==> src/rtl/lw_sram_pkg.sv <==
package lw_sram_pkg;

    typedef enum logic [1:0] {
        OP_NONE  = 2'd0,
        OP_READ  = 2'd1,
        OP_WRITE = 2'd2
    } op_e;

    // Low two address bits of a burst beat, from the base and the beat count.
    function automatic logic [1:0] beat_low(input logic [1:0] base,
                                            input logic [1:0] cnt,
                                            input logic       ilv);
        return ilv ? (base ^ cnt) : (base + cnt);
    endfunction

endpackage

==> src/rtl/lw_sram_cmd.sv <==
module lw_sram_cmd
    import lw_sram_pkg::*;
#(
    parameter int ADDR_W = 6,
    parameter int LANES  = 4
) (
    input  logic              clk,
    input  logic              rst,
    input  logic              sleep,
    input  logic              sel,
    input  logic              adv,
    input  logic              wr,
    input  logic              burst_ilv,
    input  logic [ADDR_W-1:0] addr,
    input  logic [LANES-1:0]  be,
    output op_e               s1_op,
    output logic [ADDR_W-1:0] s1_addr,
    output logic [LANES-1:0]  s1_be,
    output op_e               s2_op,
    output logic [ADDR_W-1:0] s2_addr,
    output logic [LANES-1:0]  s2_be
);

    logic              burst_act;
    op_e               burst_op;
    logic [ADDR_W-1:0] burst_base;
    logic [1:0]        burst_cnt;
    logic              do_load;
    logic              do_step;
    logic [1:0]        cnt_nxt;

    always_comb begin
        do_load = !sleep && !adv && sel;
        do_step = !sleep && adv && burst_act;
        cnt_nxt = burst_cnt + 2'd1;
    end

    always_ff @(posedge clk) begin
        if (rst) begin
            burst_act  <= 1'b0;
            burst_op   <= OP_NONE;
            burst_base <= '0;
            burst_cnt  <= '0;
            s1_op      <= OP_NONE;
            s1_addr    <= '0;
            s1_be      <= '0;
            s2_op      <= OP_NONE;
            s2_addr    <= '0;
            s2_be      <= '0;
        end else begin
            s2_op   <= s1_op;
            s2_addr <= s1_addr;
            s2_be   <= s1_be;
            s1_be   <= be;
            if (do_load) begin
                burst_act  <= 1'b1;
                burst_op   <= wr ? OP_WRITE : OP_READ;
                burst_base <= addr;
                burst_cnt  <= 2'd0;
                s1_op      <= wr ? OP_WRITE : OP_READ;
                s1_addr    <= addr;
            end else if (do_step) begin
                burst_cnt <= cnt_nxt;
                s1_op     <= burst_op;
                s1_addr   <= {burst_base[ADDR_W-1:2],
                              beat_low(burst_base[1:0], cnt_nxt, burst_ilv)};
            end else begin
                burst_act <= 1'b0;
                s1_op     <= OP_NONE;
            end
        end
    end

endmodule

==> src/rtl/lw_sram_array.sv <==
module lw_sram_array #(
    parameter int ADDR_W = 6,
    parameter int LANES  = 4,
    parameter int LANE_W = 9
) (
    input  logic                    clk,
    input  logic                    we,
    input  logic [ADDR_W-1:0]       waddr,
    input  logic [LANES-1:0]        wbe,
    input  logic [LANES*LANE_W-1:0] wdata,
    input  logic [ADDR_W-1:0]       raddr,
    output logic [LANES*LANE_W-1:0] rdata
);

    localparam int DEPTH = 1 << ADDR_W;

    for (genvar g = 0; g < LANES; g++) begin : g_lane
        logic [LANE_W-1:0] cells [DEPTH];

        always_ff @(posedge clk) begin
            if (we && wbe[g]) begin
                cells[waddr] <= wdata[g*LANE_W +: LANE_W];
            end
        end

        assign rdata[g*LANE_W +: LANE_W] = cells[raddr];
    end

endmodule

==> src/rtl/lw_sram_rdpath.sv <==
module lw_sram_rdpath
    import lw_sram_pkg::*;
#(
    parameter int LANES  = 4,
    parameter int LANE_W = 9
) (
    input  logic                    clk,
    input  logic                    rst,
    input  logic                    pipe_mode,
    input  op_e                     s1_op,
    input  logic [LANES*LANE_W-1:0] arr_q,
    input  logic                    fwd_hit,
    input  logic [LANES-1:0]        fwd_be,
    input  logic [LANES*LANE_W-1:0] wdata,
    output logic [LANES*LANE_W-1:0] out_q,
    output logic                    out_vld
);

    localparam int DATA_W = LANES * LANE_W;

    logic [DATA_W-1:0] merged;
    logic [DATA_W-1:0] hold_q;
    logic              hold_vld;

    for (genvar g = 0; g < LANES; g++) begin : g_merge
        assign merged[g*LANE_W +: LANE_W] = (fwd_hit && fwd_be[g])
                                          ? wdata[g*LANE_W +: LANE_W]
                                          : arr_q[g*LANE_W +: LANE_W];
    end

    always_ff @(posedge clk) begin
        if (rst) begin
            hold_q   <= '0;
            hold_vld <= 1'b0;
        end else begin
            hold_q   <= merged;
            hold_vld <= (s1_op == OP_READ);
        end
    end

    always_comb begin
        if (pipe_mode) begin
            out_q   = hold_q;
            out_vld = hold_vld;
        end else begin
            out_q   = arr_q;
            out_vld = (s1_op == OP_READ);
        end
    end

endmodule

==> src/rtl/lw_sram.sv <==
module lw_sram
    import lw_sram_pkg::*;
#(
    parameter int ADDR_W = 6,
    parameter int LANES  = 4,
    parameter int LANE_W = 9
) (
    input  logic                    clk,
    input  logic                    rst,
    input  logic                    pipe_mode,
    input  logic                    burst_ilv,
    input  logic                    sleep,
    input  logic                    oe_n,
    input  logic                    en_a,
    input  logic                    en_b,
    input  logic                    en_c_n,
    input  logic                    adv,
    input  logic                    wr,
    input  logic [ADDR_W-1:0]       addr,
    input  logic [LANES-1:0]        be,
    input  logic [LANES*LANE_W-1:0] wdata,
    output logic [LANES*LANE_W-1:0] q,
    output logic                    q_drv
);

    localparam int DATA_W = LANES * LANE_W;

    op_e               s1_op, s2_op;
    logic [ADDR_W-1:0] s1_addr, s2_addr;
    logic [LANES-1:0]  s1_be, s2_be;
    logic              sel;
    logic              arr_we;
    logic [ADDR_W-1:0] arr_waddr;
    logic [LANES-1:0]  arr_wbe;
    logic [DATA_W-1:0] arr_q;
    logic              fwd_hit;
    logic [DATA_W-1:0] rd_q;
    logic              rd_vld;

    assign sel = en_a && en_b && !en_c_n;

    lw_sram_cmd #(.ADDR_W(ADDR_W), .LANES(LANES)) u_cmd (
        .clk(clk), .rst(rst), .sleep(sleep), .sel(sel), .adv(adv), .wr(wr),
        .burst_ilv(burst_ilv), .addr(addr), .be(be),
        .s1_op(s1_op), .s1_addr(s1_addr), .s1_be(s1_be),
        .s2_op(s2_op), .s2_addr(s2_addr), .s2_be(s2_be)
    );

    // Late write: commit from stage one (single late) or stage two (double late).
    always_comb begin
        if (pipe_mode) begin
            arr_we    = (s2_op == OP_WRITE);
            arr_waddr = s2_addr;
            arr_wbe   = s2_be;
        end else begin
            arr_we    = (s1_op == OP_WRITE);
            arr_waddr = s1_addr;
            arr_wbe   = s1_be;
        end
        fwd_hit = pipe_mode && (s2_op == OP_WRITE) && (s2_addr == s1_addr);
    end

    lw_sram_array #(.ADDR_W(ADDR_W), .LANES(LANES), .LANE_W(LANE_W)) u_array (
        .clk(clk), .we(arr_we), .waddr(arr_waddr), .wbe(arr_wbe),
        .wdata(wdata), .raddr(s1_addr), .rdata(arr_q)
    );

    lw_sram_rdpath #(.LANES(LANES), .LANE_W(LANE_W)) u_rd (
        .clk(clk), .rst(rst), .pipe_mode(pipe_mode), .s1_op(s1_op),
        .arr_q(arr_q), .fwd_hit(fwd_hit), .fwd_be(s2_be), .wdata(wdata),
        .out_q(rd_q), .out_vld(rd_vld)
    );

    always_comb begin
        q_drv = rd_vld && !oe_n && !sleep;
        q     = q_drv ? rd_q : '0;
    end

endmodule

==> config.mk <==
export PLATFORM = sky130hd
export DESIGN_NAME = lw_sram
export DESIGN_NICKNAME = d
export VERILOG_FILES = /design/src/rtl/lw_sram_pkg.sv /design/src/rtl/lw_sram_cmd.sv /design/src/rtl/lw_sram_array.sv /design/src/rtl/lw_sram_rdpath.sv /design/src/rtl/lw_sram.sv
export SDC_FILE = /design/constraint.sdc
export NUM_CORES = 2
export LEC_CHECK = 0
export BUFFER_PORTS_ARGS = -buffer_cell sky130_fd_sc_hd__buf_2
export CORE_ASPECT_RATIO = 1.2
export CORE_MARGIN = 8
export CORE_UTILIZATION = 40
export CTS_CLUSTER_DIAMETER = 30
export CTS_CLUSTER_SIZE = 12
export DETAILED_ROUTE_END_ITERATION = 6
export SETUP_SLACK_MARGIN = 0.3
export SLEW_MARGIN = 20
export SYNTH_ARGS = -nofsm -noshare
export SYNTH_HDL_FRONTEND = slang
export SYNTH_SLANG_ARGS = --single-unit
==> constraint.sdc <==
create_clock -name clk -period 3.4 [get_ports clk]
set_input_delay 0.17 -clock clk [delete_from_list [all_inputs] [get_ports clk]]
set_output_delay 0.17 -clock clk [all_outputs]
set_load 0.02 [all_outputs]
==> results.yml <==
status:
  outcome: "finished with violations"
  violations: "negative setup slack"
clock_tree:
  cts_buffers: 408
  insertion_delay_ps: 900
  htreeDepth: 5
  clk_pin_slew_worst_paths_ps: 50
  cts_buffer_depth: 4
  root_buffer: "clkbuf_16"
  clkSinkCount: 2382
  cts_tree: "done"
placed_design:
  routabilityCongestion: 0.854
  port_buffers: 93
  hpwl_um: 157000
grt:
  grt_max_degree: 67
  first_global_vias: 50100
  grtUsageTotal: 0.199
  grt.overflow.total: 0
  grt_pass1_wl_um: 359000
  grt_antenna_before_repair: 4
detailed_routing:
  post_drt_via_cell_ratio: 5.65
  wl_per_cell_um: 29.2
  dr.pass1.iters: 6
  totalWireLength_um: 254000
  antenna_left: 0
  vias: 49200
  drc: 0
  drt_first_iter_violations: 5306
die:
  dieArea_um2: 245000
  ios: 94
  core_area_um2: 228000
  num_rows: 192
  initial_utilization: 0.402
  die_h_um: 541
  fp.dieW_um: 453
final_layout:
  multiInputGateArea_um2: 20800
  fill_cells: 17700
  syn_to_final_growth_pct: 27.4
  final_util: 0.513
  seq_area_um2: 70800
  layout-drive-gt1-share: 0.392
  nNetsFinal: 5394
min_path:
  holdCritPathClass: "in2reg"
pwr:
  cellPowerDensity_nw_per_um2: 640
  p_leak_nw: 37.2
  sw_frac_of_total: 0.206
  irDropWorstVdd_mv: 0.394
  total_power_mw: 74.8
  p_seq_frac: 0.431
  clkPwrFrac: 0.549
  internal-power_mw: 59.4
  combPwrFrac: 0.019
  power_switching_mw: 15.4
job:
  maxCapViolCount: 0
yosys:
  synthDominantCellAreaShare: 0.754
  synthArstFlopShare: 0
  ys_types: 56
  synth_most_common_cell: "edfxtp_1"
  yosys-top-cells-area: "edfxtp_1 75%, mux4_2 14%, a22oi_1 2.0%"
  synth.cell_area_um2: 91800
  yosys-top-cells-count: "2304 x edfxtp_1, 559 x mux4_2, 280 x nor2_1, 248 x a22oi_1, 163 x nand2_1"
  yosysWarnings: 0
  ys_seq_area_frac: 0.771
  synth_edf_count: 2304
  ys_ff_latch: 2382
  synth_top_area_cell: "edfxtp_1"
  synthCells: 4403
  synth_area_per_cell_um2: 20.8
  synth_fp_nets: 4461
  ys.flop_type: "edfxtp_1"
sta:
  layout_min_cycle_time_ps: 3860
  final_max_slew_viol_count: 0
  slew_headroom: 0.262
  tns_ps: -12660
  fmax_ghz: 0.259
  final.setup_skew_ps: 60.6
  setup_ws_ps: -459
  rsz0062_at_grt: "yes"
  tightest_slew_ps: 1110
  setup_viol: 36
  min_period_over_period: 1.14
  hold_violations: 0
worst_setup_path:
  worstSetupEndpointType: "output pin"
  arrival_ps: 3690
  worstSetupPathType: "reg2out"
  cp_max_fo: 8
  required_ps: 3230
  start_kind: "register"
[power groups by stage]
stage | clock network (mW) | logic (mW) | registers, mW
6_report | 41.1 | 1.43 | 32.3
4_1_cts | 41.6 | 1.35 | 32.3
3_5_place_dp | 0 | 1.23 | 32.8
5_1_grt | 42.9 | 1.51 | 32.2
2_1_floorplan | 0 | 0.456 | 32.8
3_3_place_gp | 0 | 1.19 | 32.8
[critical path: stages, from the launching register on]
cell	delay [ps]
dfxtp_4	390
buf_12	160
buf_12	140
buf_16	170
buf_4	140
clkbuf_16	170
mux4_2	520
mux2_2	320
nand2_1	100
a32o_2	290
o31ai_1	130
buf_2	210
[final timing paths]
check | start | endpoint | slack (ps) | cells past startpoint
max | register | q[15] | -460 | 11
min | wdata[19] | u_array.g_lane[2].cells[16][1] | 70 | 1
max reg2reg | u_cmd.s1_addr[5] | u_array.g_lane[1].cells[45][6] | 530 | 7
min reg2reg | u_cmd.burst_base[5] | u_cmd.burst_base[5] | 460 | 2
[layer usage]
layer  share of wire  global-route usage
met1            0.39               0.254
met2            0.51               0.343
met3           0.074              0.0384
met4           0.034              0.0675
met5               0                   0
[cells by family (layout without fill, tap and decap cells)]
family | count (synthesis) | count (layout) | synth area share
xor+xnor | 11 | 11 | 0.00105
compound gates | 517 | 517 | 0.0367
simple gates | 593 | 593 | 0.0305
other cells | 0 | 2 | 0
buf+inv | 263 | 1547 | 0.0147
mux | 636 | 636 | 0.146
fa+ha+maj | 1 | 1 | 0.000136
flops | 2382 | 2382 | 0.771
[flip-flops by register name, summed over array words and instances (netlist names), named ones only]
register	count
u_array.g_lane.cells	2304
u_cmd.burst_act	1
u_cmd.burst_base	6
u_cmd.burst_cnt	2
u_cmd.burst_op	2
u_cmd.s1_addr	6
u_cmd.s1_be	4
u_cmd.s1_op	2
u_cmd.s2_addr	6
u_cmd.s2_be	4
u_cmd.s2_op	2
u_rd.hold_q	36
u_rd.hold_vld	1
[what timing repair did]
| item | in CTS | in global routing |
|---|---|---|
| gates resized for setup | 178 | 179 |
| buffers inserted | 30 | 99 |
| hold buffers | 45 | 9 |
| endpoints found under the hold margin | 665 | 570 |
| setup endpoints to repair | 37 | 36 |
| gates cloned | 16 | 13 |
| pin swaps | 27 | 65 |
[cell type report]
class,count,area share
antenna,2,0.0000428
clock inverter,293,0.0285
inverter,9,0.000310
tap,3007,0.0322
sequential,2382,0.605
multi-input combinational,1758,0.178
timing repair buffer,777,0.0642
clock buffer,468,0.0913
[stage by stage]
stage               cell area [um^2]  hold slack (ps)  worst slack [ps]  cells
CTS                           115000             12.9              -500   8573
global route                  117000             56.0              -559   8696
detailed placement             98900              448               177   7721
floorplan                      91800              269               827   4403
finish                        117000             67.0              -459   8696
global placement               98900              440               147   7721
[layout by cell type (no fill, tap or decap), drive strengths merged, types with 54 or more instances in the layout]
| master | instances |
|---|---|
| a21oi | 146 |
| a22oi | 248 |
| buf | 710 |
| clkbuf | 481 |
| clkinv | 155 |
| dfxtp | 78 |
| dlygate4sd3 | 54 |
| edfxtp | 2304 |
| mux2i | 58 |
| mux4 | 559 |
| nand2 | 163 |
| nor2 | 281 |
| o21ai | 71 |
Note: power is estimated with default switching activity, not from simulation.
